## config.mk

```make
export PLATFORM = sky130hd
export DESIGN_NAME = uwire_eeprom
export DESIGN_NICKNAME = d
export VERILOG_FILES = /design/src/rtl/uwire_pkg.sv /design/src/rtl/uwire_busy_timer.sv /design/src/rtl/uwire_store.sv /design/src/rtl/uwire_frame.sv /design/src/rtl/uwire_eeprom.sv
export SDC_FILE = /design/constraint.sdc
export NUM_CORES = 2
export LEC_CHECK = 0
export ABC_AREA = 1
export ABC_CLOCK_PERIOD_IN_PS = 2700
export BUFFER_PORTS_ARGS = -buffer_cell sky130_fd_sc_hd__buf_2
export CAP_MARGIN = 40
export CORE_MARGIN = 2
export CORE_UTILIZATION = 45
export CTS_CLUSTER_DIAMETER = 60
export CTS_CLUSTER_SIZE = 40
export DETAILED_ROUTE_END_ITERATION = 8
export GPL_TIMING_DRIVEN = 1
export SLEW_MARGIN = 40
export SYNTH_ARGS = -nofsm -noshare
export SYNTH_HDL_FRONTEND = slang
export SYNTH_SLANG_ARGS = --single-unit
```

## constraint.sdc

```tcl
create_clock -name clk -period 2.7 [get_ports clk]
set_input_delay 0.135 -clock clk [delete_from_list [all_inputs] [get_ports clk]]
set_output_delay 0.135 -clock clk [all_outputs]
set_load 0.005 [all_outputs]
```

## src/rtl/uwire_pkg.sv

```systemverilog
package uwire_pkg;

   typedef enum logic [1:0] {
      OPC_SPECIAL = 2'b00,
      OPC_WRITE   = 2'b01,
      OPC_READ    = 2'b10,
      OPC_ERASE   = 2'b11
   } uw_opc_e;

   typedef enum logic [1:0] {
      SUB_LOCK    = 2'b00,
      SUB_FILLALL = 2'b01,
      SUB_CLRALL  = 2'b10,
      SUB_UNLOCK  = 2'b11
   } uw_sub_e;

   typedef enum logic [2:0] {
      OP_NONE,
      OP_WRITE,
      OP_ERASE,
      OP_CLRALL,
      OP_FILLALL
   } uw_op_e;

   typedef enum logic [2:0] {
      ST_IDLE,
      ST_OPC,
      ST_ADR,
      ST_DATA,
      ST_READ,
      ST_DONE
   } uw_st_e;

endpackage

```

## src/rtl/uwire_busy_timer.sv

```systemverilog
module uwire_busy_timer #(
   parameter int BUSY_SHORT = 4000,
   parameter int BUSY_LONG  = 8000
) (
   input  logic clk,
   input  logic rst_n,
   input  logic start_i,
   input  logic long_i,
   output logic busy_o
);
   localparam int CW = $clog2(BUSY_LONG + 1);

   logic [CW-1:0] left_q;

   always_ff @(posedge clk) begin
      if (!rst_n) begin
         left_q <= '0;
      end else if (start_i) begin
         left_q <= long_i ? CW'(BUSY_LONG) : CW'(BUSY_SHORT);
      end else if (left_q != '0) begin
         left_q <= left_q - 1'b1;
      end
   end

   assign busy_o = (left_q != '0);

   // an idle timer stays idle unless started
   assert_idle_holds_R9: assert property (@(posedge clk) disable iff (!rst_n)
      (!busy_o && !start_i) |=> !busy_o);

endmodule

```

## src/rtl/uwire_store.sv

```systemverilog
module uwire_store
   import uwire_pkg::*;
#(
   parameter int ADDR_W = 6,
   parameter int WORD_W = 16
) (
   input  logic              clk,
   input  logic              rst_n,
   input  logic              wide_i,
   input  logic              commit_i,
   input  uw_op_e            op_i,
   input  logic [ADDR_W:0]   wr_addr_i,
   input  logic [WORD_W-1:0] wr_data_i,
   input  logic [ADDR_W:0]   rd_addr_i,
   output logic [WORD_W-1:0] rd_data_o
);
   localparam int DEPTH  = 1 << ADDR_W;
   localparam int BYTE_W = WORD_W / 2;
   localparam int LANES  = 2;

   logic [ADDR_W-1:0] wr_idx, rd_idx;
   logic              bulk;
   logic [LANES-1:0]  lane_mask;
   logic [WORD_W-1:0] wr_val;
   logic [WORD_W-1:0] words [DEPTH];
   logic [WORD_W-1:0] rd_word;

   assign wr_idx = wide_i ? wr_addr_i[ADDR_W-1:0] : wr_addr_i[ADDR_W:1];
   assign rd_idx = wide_i ? rd_addr_i[ADDR_W-1:0] : rd_addr_i[ADDR_W:1];
   assign bulk   = (op_i == OP_CLRALL) || (op_i == OP_FILLALL);

   always_comb begin
      if (bulk || wide_i) lane_mask = '1;
      else                lane_mask = wr_addr_i[0] ? 2'b10 : 2'b01;
      if (op_i == OP_ERASE || op_i == OP_CLRALL) wr_val = '1;
      else if (wide_i)                           wr_val = wr_data_i;
      else                                       wr_val = {2{wr_data_i[BYTE_W-1:0]}};
   end

   for (genvar w = 0; w < DEPTH; w++) begin : g_word
      logic              hit;
      logic [WORD_W-1:0] word_q;
      assign hit = commit_i && (bulk || (wr_idx == ADDR_W'(w)));
      always_ff @(posedge clk) begin
         if (!rst_n) begin
            word_q <= '1;
         end else if (hit) begin
            for (int l = 0; l < LANES; l++) begin
               if (lane_mask[l]) word_q[l*BYTE_W +: BYTE_W] <= wr_val[l*BYTE_W +: BYTE_W];
            end
         end
      end
      assign words[w] = word_q;
   end

   assign rd_word = words[rd_idx];

   always_comb begin
      if (wide_i)            rd_data_o = rd_word;
      else if (rd_addr_i[0]) rd_data_o = {rd_word[WORD_W-1:BYTE_W], BYTE_W'(0)};
      else                   rd_data_o = {rd_word[BYTE_W-1:0], BYTE_W'(0)};
   end

endmodule

```

## src/rtl/uwire_frame.sv

```systemverilog
module uwire_frame
   import uwire_pkg::*;
#(
   parameter int ADDR_W = 6,
   parameter int WORD_W = 16
) (
   input  logic              clk,
   input  logic              rst_n,
   input  logic              sel_i,
   input  logic              sk_rise_i,
   input  logic              sdi_i,
   input  logic              wide_i,
   input  logic              busy_i,
   input  logic [WORD_W-1:0] rd_word_i,
   output logic [ADDR_W:0]   rd_addr_o,
   output logic              commit_o,
   output uw_op_e            op_o,
   output logic [ADDR_W:0]   wr_addr_o,
   output logic [WORD_W-1:0] wr_data_o,
   output logic              sdo_o,
   output logic              sdo_oe_o
);
   localparam int AW8 = ADDR_W + 1;
   localparam int CW  = $clog2(WORD_W + 1);

   uw_st_e            st_q;
   uw_opc_e           opc_q;
   uw_op_e            pend_q;
   logic [CW-1:0]     cnt_q, alen, dlen;
   logic [ADDR_W:0]   addr_q, addr_nx;
   logic [WORD_W-1:0] data_q;
   logic [WORD_W:0]   out_q;
   logic              sel_q, wen_q, stat_q, rd_on_q;
   logic              cs_rise, cs_fall;
   logic [1:0]        sub;

   assign alen    = wide_i ? CW'(ADDR_W) : CW'(AW8);
   assign dlen    = wide_i ? CW'(WORD_W) : CW'(WORD_W / 2);
   assign addr_nx = {addr_q[ADDR_W-1:0], sdi_i};
   assign sub     = wide_i ? addr_nx[ADDR_W-1 -: 2] : addr_nx[ADDR_W -: 2];
   assign cs_rise = sel_i && !sel_q;
   assign cs_fall = !sel_i && sel_q;

   always_ff @(posedge clk) begin
      if (!rst_n) begin
         st_q    <= ST_IDLE;
         opc_q   <= OPC_SPECIAL;
         pend_q  <= OP_NONE;
         cnt_q   <= '0;
         addr_q  <= '0;
         data_q  <= '0;
         out_q   <= '0;
         sel_q   <= 1'b0;
         wen_q   <= 1'b0;
         stat_q  <= 1'b0;
         rd_on_q <= 1'b0;
      end else begin
         sel_q <= sel_i;
         if (!sel_i) begin
            st_q    <= ST_IDLE;
            pend_q  <= OP_NONE;
            cnt_q   <= '0;
            stat_q  <= 1'b0;
            rd_on_q <= 1'b0;
         end else if (cs_rise && busy_i) begin
            stat_q <= 1'b1;
         end else if (stat_q) begin
            if (sk_rise_i && sdi_i && !busy_i) begin
               stat_q <= 1'b0;
               st_q   <= ST_DONE;
            end
         end else if (sk_rise_i && !busy_i) begin
            case (st_q)
               ST_IDLE: if (sdi_i) begin
                  st_q   <= ST_OPC;
                  cnt_q  <= '0;
                  addr_q <= '0;
               end
               ST_OPC: begin
                  opc_q <= uw_opc_e'({opc_q[0], sdi_i});
                  if (cnt_q == CW'(1)) begin
                     st_q  <= ST_ADR;
                     cnt_q <= '0;
                  end else begin
                     cnt_q <= cnt_q + 1'b1;
                  end
               end
               ST_ADR: begin
                  addr_q <= addr_nx;
                  if (cnt_q == alen - 1'b1) begin
                     cnt_q <= '0;
                     st_q  <= ST_DONE;
                     case (opc_q)
                        OPC_READ: begin
                           st_q    <= ST_READ;
                           rd_on_q <= 1'b1;
                           out_q   <= {1'b0, rd_word_i};
                        end
                        OPC_WRITE: st_q <= ST_DATA;
                        OPC_ERASE: pend_q <= OP_ERASE;
                        default: begin
                           case (sub)
                              SUB_UNLOCK:  wen_q  <= 1'b1;
                              SUB_LOCK:    wen_q  <= 1'b0;
                              SUB_CLRALL:  pend_q <= OP_CLRALL;
                              default:     st_q   <= ST_DATA;
                           endcase
                        end
                     endcase
                  end else begin
                     cnt_q <= cnt_q + 1'b1;
                  end
               end
               ST_DATA: begin
                  data_q <= {data_q[WORD_W-2:0], sdi_i};
                  if (cnt_q == dlen - 1'b1) begin
                     pend_q <= (opc_q == OPC_WRITE) ? OP_WRITE : OP_FILLALL;
                     st_q   <= ST_DONE;
                  end else begin
                     cnt_q <= cnt_q + 1'b1;
                  end
               end
               ST_READ: begin
                  if (cnt_q == dlen) begin
                     rd_on_q <= 1'b0;
                     st_q    <= ST_DONE;
                  end else begin
                     out_q <= {out_q[WORD_W-1:0], 1'b0};
                     cnt_q <= cnt_q + 1'b1;
                  end
               end
               default: ;
            endcase
         end
      end
   end

   assign rd_addr_o = addr_nx;
   assign commit_o  = cs_fall && (pend_q != OP_NONE) && wen_q && !busy_i;
   assign op_o      = pend_q;
   assign wr_addr_o = addr_q;
   assign wr_data_o = data_q;
   assign sdo_oe_o  = stat_q || rd_on_q;
   assign sdo_o     = sdo_oe_o && (stat_q ? !busy_i : out_q[WORD_W]);

   // output released one clock after select drops
   assert_oe_needs_sel_R3: assert property (@(posedge clk) disable iff (!rst_n)
      !sel_i |=> !sdo_oe_o);
   // status mode is entered only while a busy period is running
   assert_status_from_busy_R9: assert property (@(posedge clk) disable iff (!rst_n)
      $rose(stat_q) |-> $past(busy_i));
   // no read stream runs during a busy period
   assert_read_not_busy_R11: assert property (@(posedge clk) disable iff (!rst_n)
      rd_on_q |-> !busy_i);

endmodule

```

## src/rtl/uwire_eeprom.sv

```systemverilog
module uwire_eeprom
   import uwire_pkg::*;
#(
   parameter int ADDR_W     = 6,
   parameter int WORD_W     = 16,
   parameter int BUSY_SHORT = 4000,
   parameter int BUSY_LONG  = 8000
) (
   input  logic clk,
   input  logic rst_n,
   input  logic wide_org_i,
   input  logic sel_i,
   input  logic sclk_i,
   input  logic sdi_i,
   output logic sdo_o,
   output logic sdo_oe_o
);
   initial begin
      assert (ADDR_W >= 2) else $error("ADDR_W too small for special sub-commands");
      assert (WORD_W >= 4 && WORD_W % 2 == 0) else $error("WORD_W must be even and at least 4");
      assert (ADDR_W + 1 <= WORD_W) else $error("address longer than bit counter range");
      assert (BUSY_SHORT > 0 && BUSY_LONG > BUSY_SHORT) else $error("busy lengths inconsistent");
   end

   logic              wide_q, sclk_q, sk_rise;
   logic              commit, busy;
   uw_op_e            op;
   logic [ADDR_W:0]   rd_addr, wr_addr;
   logic [WORD_W-1:0] wr_data, rd_word;

   always_ff @(posedge clk) begin
      if (!rst_n) begin
         wide_q <= wide_org_i;
         sclk_q <= 1'b0;
      end else begin
         sclk_q <= sclk_i;
      end
   end

   assign sk_rise = sel_i && sclk_i && !sclk_q;

   uwire_frame #(.ADDR_W(ADDR_W), .WORD_W(WORD_W)) u_frame (
      .clk       (clk),
      .rst_n     (rst_n),
      .sel_i     (sel_i),
      .sk_rise_i (sk_rise),
      .sdi_i     (sdi_i),
      .wide_i    (wide_q),
      .busy_i    (busy),
      .rd_word_i (rd_word),
      .rd_addr_o (rd_addr),
      .commit_o  (commit),
      .op_o      (op),
      .wr_addr_o (wr_addr),
      .wr_data_o (wr_data),
      .sdo_o     (sdo_o),
      .sdo_oe_o  (sdo_oe_o)
   );

   uwire_store #(.ADDR_W(ADDR_W), .WORD_W(WORD_W)) u_store (
      .clk       (clk),
      .rst_n     (rst_n),
      .wide_i    (wide_q),
      .commit_i  (commit),
      .op_i      (op),
      .wr_addr_i (wr_addr),
      .wr_data_i (wr_data),
      .rd_addr_i (rd_addr),
      .rd_data_o (rd_word)
   );

   uwire_busy_timer #(.BUSY_SHORT(BUSY_SHORT), .BUSY_LONG(BUSY_LONG)) u_timer (
      .clk     (clk),
      .rst_n   (rst_n),
      .start_i (commit),
      .long_i  ((op == OP_CLRALL) || (op == OP_FILLALL)),
      .busy_o  (busy)
   );

   // every accepted store opens a busy period on the next cycle
   assert_commit_starts_busy_R9: assert property (@(posedge clk) disable iff (!rst_n)
      commit |=> busy);
   // no store is accepted while busy
   assert_no_commit_busy_R11: assert property (@(posedge clk) disable iff (!rst_n)
      busy |-> !commit);

endmodule

```

; Yosys cells after proc, flatten, opt, wreduce, memory -nomap -nowiden
; Cells that the tools add are included.
; Widths: inputs -> output; s select.
[classes]
addsub = 4
order_cmp = 1
n_eq_ne = 94
muxes = 55
bitwise_logic = 4
n_reduce_logical = 302
[op_table]
columns = op, count
row1 = $reduce_and 2->1, 129
row2 = $eq 6x6->1 const B, 32
row3 = $bmux 16 s6, 1
row4 = $eq 6x5->1 const B, 16
row5 = $mux 16, 6
row6 = $logic_and 1x1->1, 76
row7 = $logic_or 1x1->1, 68
row8 = $mux 17, 3
row9 = $eq 6x4->1 const B, 8
row10 = $mux 13, 3
row11 = $mux 3, 13
row12 = $pmux 17 s2, 1
row13 = $mux 5, 6
row14 = $pmux 5 s5, 1
row15 = $eq 6x3->1 const B, 4
row16 = $reduce_and 8->1, 3
row17 = $eq 5x5->1, 3
row18 = $pmux 3 s5, 1
row19 = $pmux 7 s2, 1
row20 = $reduce_and 7->1, 2
row21 = $reduce_bool 13->1, 1
row22 = $sub 13x1->13 const B, 1
row23 = $eq 3x2->1 const B, 4
row24 = $eq 6x2->1 const B, 2
row25 = other kinds (36), 75
[word_totals]
register_bits = 1096
out_inout_bits = 2
wordCells = 602

; Depth between registers and ports, before layout
[depth]
word_depth = 10
ltp_mapped = 18

; By module
; A second synthesis with hierarchy kept.
[unflattened]
hier_cells = 7785
hier_area_um2 = 54563.6
[by_module_without_submodules]
columns = module, instances, cells_per_inst, area_per_inst_um2, seq_area_each_um2
row1 = uwire_store, 1, 7213, 50703.6, 20499.7
row2 = uwire_frame, 1, 428, 2942.8, 1141.1
row3 = uwire_busy_timer, 1, 132, 828.3, 260.2
row4 = uwire_eeprom, 1, 12, 88.8, 50.0

; Worst setup path before layout
; Ideal clock, no wire load.
[synth_path]
path_type = register to register
start = register wide_q
end = register u_frame.pend_q[2], in the netlist u_frame.op_o[2]
setup_time_ps = 116
t_arrival_ps = 1995
required_ps = 2584
slack_ps = 589
path_stages_with_launch = 15
n_path_buf = 3
synth_period_minus_slack_ps = 2111
path_cell_list = edfxtp_1 buf_6 buf_6 nand2_1 o21ai_2 inv_2 buf_2 ha_1 nor2_1 nor3_1 o21ai_0 nor2_1 o21ai_0 o21ai_0 nor2_1
[synth_via]
elab_chain_cells = 5
elab_cells_between_ends = 12
cone_classes = add/sub: 2 / eq/ne: 6 / mux: 3 / reduce/logical: 1
[synth_lines]
columns = element, line_no
row1 = "start, declared", uwire_eeprom.sv:25  ; logic wide_q, sclk_q, sk_rise;
row2 = "start signal, assigned", uwire_eeprom.sv:33  ; wide_q <= wide_org_i;
row3 = $mux 5 / $mux 1 (equally long branches), "uwire_frame.sv:38, uwire_frame.sv:37"
row4 = "$sub 5x1->5, on equally long branches", "uwire_frame.sv:116, uwire_frame.sv:90"
row5 = "$eq 5x5->1, on equally long branches", "uwire_frame.sv:116, uwire_frame.sv:90"
row6 = $ne 2x1->1 (no source line), -
row7 = $reduce_and 8->1 (no source line) (*), -
row8 = "end signal, assigned", uwire_frame.sv:117  ; pend_q <= (opc_q == OPC_WRITE) ? OP_WRITE : OP_FILLALL;
row9 = "end, declared", uwire_frame.sv:28  ; uw_op_e pend_q;
; Mark *: on every way between the ends. The rest lies on a longest branch, timed or not.
; A chain may end at the register's enable or synchronous reset.

; Final worst setup path
[layout_path]
start = register wide_q
end = register u_frame.out_q[9]
[layout_via]
elab_chain_cells = 10
elab_cells_between_ends = 18
cone_classes = add/sub: 1 / eq/ne: 4 / mux: 11 / bitwise: 1 / reduce/logical: 1
[layout_lines]
columns = element, line_no
row1 = $mux 6, uwire_store.sv:29  ; assign rd_idx = wide_i ? rd_addr_i[ADDR_W-1:0] : rd_addr_i[ADDR_W:1];
row2 = $not 6->7 (implied by the code), uwire_store.sv:56  ; assign rd_word = words[rd_idx];
row3 = $bmux 16 s6, uwire_store.sv:56
row4 = $mux 16 (implied by the code) (2 in series), uwire_store.sv:56
row5 = $mux 16, uwire_store.sv:60  ; else if (rd_addr_i[0]) rd_data_o = {rd_word[WORD_W-1:BYTE_W], BYTE_W'(0)};
row6 = $mux 16, uwire_store.sv:59  ; if (wide_i) rd_data_o = rd_word;
row7 = $mux 17, uwire_frame.sv:93  ; case (opc_q)
row8 = $mux 17, uwire_frame.sv:90  ; if (cnt_q == alen - 1'b1) begin
row9 = $pmux 17 s2, uwire_frame.sv:73  ; case (st_q)
row10 = "end signal, assigned", uwire_frame.sv:97  ; out_q <= {1'b0, rd_word_i};
row11 = "end signal, assigned", uwire_frame.sv:128  ; out_q <= {out_q[WORD_W-1:0], 1'b0};
row12 = "end, declared", uwire_frame.sv:32  ; logic [WORD_W:0] out_q;
; Several ways; a longest one is shown, not always the timed one. The select of a mux whose other input is x is not followed.

==> key figures <==
Final layout
  – Antenna Cells: 0
  – Fillers: 11542
  – Layout cells sized above 1: 14.1%
  – Layout area overhead: 15.2%
  – Final instance area: 0.0623 sq mm
  – Util after Layout: 52.1%
  – Fin nets: 7097

Place
  – Post-DP Area: 0.0570 sq mm
  – Buffers on Ports: 7
  – Final GP Congestion: 0.915
  – Worst slack at placement: -0.227 ns
  – Detail Placement HPWL: 109000 microns

Worst setup path
  – Crit path DAT: 3.31 ns
  – CP required: 3.33 ns
  – CP max-delay cell: edfxtp_1
  – CP bufs+invs: 4
  – Startpoint types: flop
  – Crit Path Category: reg2reg
  – Worst path max stage delay: 0.38 ns
  – Crit-path cells: buf_6 > inv_8 > nand2_8 > nand2_8 > buf_12 > buf_12 > or2_2 > o211ai_1 > nand4_1 > nand2_1 > nand3_1 > nand2_2 > nand2_1 > nand3_1 > a21oi_1
  – CP max FO: 23
  – CP delay by family, top: simple AND/OR/NAND/NOR gates
  – Capturing element type of the critical path: flop

STA
  – Tmin final: 2.68 ns
  – Setup TNS: 0 ns
  – Clock skew: 0.0343 ns
  – Fmax: 373 MHz
  – Setup violators final: 0
  – Max Slew Vio Count: 0
  – Final Cycle Share: 99.2%
  – Slew Limit Headroom: 47.9%
  – RSZ-0062 raised after global routing: true
  – Final worst slack: 0.0214 ns
  – Final Hold Vio Count: 0
  – Worst-margin pin slew: 0.781 ns

Power and ir drop
  – Seq pwr share: 46.7%
  – Sw frac: 27.1%
  – Clk pwr share: 46.2%
  – Comb power frac: 7.1%
  – Total power: 34.8 mW
  – Leak Pwr: 34.0 nW
  – Peak VDD IR: 536 uV
  – Pint: 25.4 mW
  – Power Dens Cells: 559 mW/mm^2
  – Net Sw Power: 9.44 mW

Logic synthesis
  – Number of synthesized flops with an enable pin: 1
  – Number of synthesis warnings: 0
  – Yosys cell types: 47
  – Commonest register cell after synthesis: dfxtp_1
  – Syn Area/Cell: 7.51 sq um
  – Mapped Nets: 7228
  – Synth async-reset ratio: 0%
  – Sequential share of the synthesized area: 40.6%
  – Synth Register Bits: 1096
  – Syn Std Cell Area: 0.0541 sq mm
  – Cells after Synth: 7209

CTS
  – Bufs on Longest Clock Path: 3
  – Clock latency on the worst-skew pair: 0.75 ns
  – Root cell of the clock tree: clkbuf_16
  – CTS tree: yes
  – H-tree level count: 3
  – CTS buffer count: 104
  – CTS sink count: 1096
  – Clock slew at reported path FFs: 0.07 ns

Floorplanning
  – IO Count: 8
  – Core area: 0.120 sq mm
  – Die Footprint: 0.123 sq mm
  – Die W: 351 microns
  – Die height: 351 microns
  – Core Rows: 127
  – Initial core utilization: 45.2%

Detailed routing
  – Total Wirelength: 176000 microns
  – Iter 0 DRT Violations: 4960
  – Final antenna-violating net count: 0
  – Vias per cell: 5.50
  – Post-route DRC: 0
  – WL/cell: 20.0 microns
  – DRT Pass-1 Iters: 6
  – Vias: 48276

Worst hold path
  – Hold Crit Class: in2reg

Global route
  – Tot GR Track Use: 27.5%
  – Total grt overflow: 0
  – Initial antenna violation count: 0
  – Largest net degree at the start of global routing: 130
  – First-pass GRT wire length: 266000 microns
  – Vias in the first global route: 44077

Run
  – MaxCap Viol Count: 0

Run status
  – Status: finished, final reports clean
## cell type report
| type | instances | area (sq um) | area share (%) |
|---|---|---|---|
| Inverter | 724 | 2750 | 4.41 |
| Clock inverter | 84 | 1060 | 1.70 |
| Timing Repair Buffer | 369 | 4940 | 7.93 |
| Tap cell | 1612 | 2020 | 3.24 |
| Sequential cell | 1096 | 22000 | 35.2 |
| Multi-Input combinational cell | 4783 | 26900 | 43.2 |
| Clock buffer | 112 | 2710 | 4.34 |
## cells in the mapped netlist (2+ instances only)
| library cell | number | area [sq um] |
|---|---|---|
| clkbuf_1 | 228 | 856 |
| nor2_4 | 23 | 259 |
| nor3_1 | 17 | 85.1 |
| buf_6 | 40 | 450 |
| o21a_1 | 4 | 30.0 |
| buf_4 | 57 | 428 |
| nor3b_1 | 2 | 15.0 |
| buf_1 | 6 | 22.5 |
| nor2_1 | 372 | 1400 |
| nand3_2 | 110 | 1100 |
| o211ai_2 | 146 | 1830 |
| or2_1 | 5 | 31.3 |
| nand2_1 | 2138 | 8030 |
| a21oi_1 | 66 | 330 |
| xnor2_1 | 2 | 17.5 |
| ha_1 | 13 | 163 |
| buf_2 | 275 | 1380 |
| inv_2 | 7 | 26.3 |
| o31ai_1 | 3 | 22.5 |
| nand2_2 | 38 | 238 |
| dfxtp_1 | 1095 | 21900 |
| a2111oi_0 | 2 | 17.5 |
| a211oi_2 | 6 | 75.1 |
| xor2_1 | 2 | 17.5 |
| o211ai_1 | 969 | 7270 |
| nand3_4 | 18 | 315 |
| nor4_4 | 2 | 42.5 |
| or2_2 | 13 | 81.3 |
| o21ai_0 | 54 | 270 |
| a31oi_1 | 2 | 12.5 |
| a211oi_4 | 2 | 40.0 |
| nor2_2 | 7 | 43.8 |
| inv_4 | 6 | 37.5 |
| inv_1 | 710 | 2670 |
| o21ai_4 | 2 | 32.5 |
| a211oi_1 | 7 | 52.6 |
| nand4_1 | 22 | 138 |
| o21ai_1 | 18 | 90.1 |
| nand3_1 | 456 | 2280 |
| nand3b_1 | 257 | 1930 |
## power groups by stage
stage	logic, mW	registers, mW	clock network, mW
floorplan	1.49	16.6	0
global placement	2.18	16.6	0
detailed placement	2.19	16.6	0
CTS	2.27	16.3	16.3
global route	2.65	16.3	17.0
finish	2.48	16.3	16.1
## flip-flops by register name, summed over array words and instances (netlist names), 2 cells and up
register               flops
u_store.g_word.word_q   1024
u_frame.opc_q              2
u_timer.left_q            13
u_frame.op_o               3
u_frame.st_q               3
u_frame.wr_addr_o          7
u_frame.cnt_q              5
u_frame.wr_data_o         16
u_frame.out_q             17
## cell families (layout without fill, tap and decap cells)
group                    after synthesis  after routing  synth area share, %
XOR/XNOR                               4              4               0.0648
flip-flops                          1096           1096                 40.6
AO/OA/AOI/OAI                       1282           1282                 18.6
AND/OR/NAND/NOR                     3483           3484                 29.6
adder cells (fa/ha/maj)               13             13                0.301
buffers and inverters               1331           1289                 10.9
## through the flow
stage | hold slack [ns] | std cells
floorplan | 0.228 | 7209
global placement | 0.325 | 8529
detailed placement | 0.335 | 8529
CTS | 0.0927 | 8742
global route | 0.143 | 8780
finish | 0.130 | 8780
## cell usage in the layout, fill, tap and decap left out, types with 17 or more instances in the layout
cell       synthesis  routed
clkinv_8           0      19
nor3_1            17      17
nand3b_1         257     257
nor2_1           372     326
o211ai_2         146     146
inv_1            710     709
buf_16             0      17
nand4_1           22      22
buf_4             57     193
nand3_4           18      51
buf_12             0     111
dfxtp_1         1095    1094
nor2_2             7      42
nand3_2          110      88
nand3_1          456     445
nand2_2           38      44
o21ai_0           54      54
nand2_1         2138    2127
clkbuf_16          0     124
o211ai_1         969     969
a21oi_1           66      66
nor2_4            23      34
## worst reg2reg max path, stage by stage (launching register included)
cell and delay [ns]:
edfxtp_1 0.38, buf_6 0.18, inv_8 0.07, nand2_8 0.10, nand2_8 0.15, buf_12 0.20
buf_12 0.15, or2_2 0.30, o211ai_1 0.16, nand4_1 0.28, nand2_1 0.13, nand3_1 0.15
nand2_2 0.12, nand2_1 0.07, nand3_1 0.08, a21oi_1 0.06
## layer usage
metal	wire length [microns]	GRT usage, %
met1	81400	38.7
met2	79200	43.9
met3	9900	3.24
met4	5310	8.44
met5	0	0
## worst paths after layout
path                                                  endpoint  cells after the start                            from  slack (ns)
worst max-delay path             u_frame.out_q[9]$_SDFFE_PN0P_                     15                wide_q$_DFFE_PN_        0.02
worst min-delay path                         sclk_q$_SDFF_PN0_                      4                          sclk_i        0.13
worst max register to register   u_frame.out_q[9]$_SDFFE_PN0P_                     15                wide_q$_DFFE_PN_        0.02
worst min register to register  u_timer.left_q[0]$_SDFFE_PN0P_                      1  u_timer.left_q[0]$_SDFFE_PN0P_        0.46
## what timing repair did
item / in CTS / in global routing
hold buffers: 6 / 0
gates cloned: 7 / 18
setup endpoints to repair: 20 / 297
pin swaps: 5 / 17
resized for setup: 28 / 117
endpoints found under the hold margin: 58 / 0
buffers inserted: 4 / 20
No activity file was read; power rests on OpenSTA's default activity.
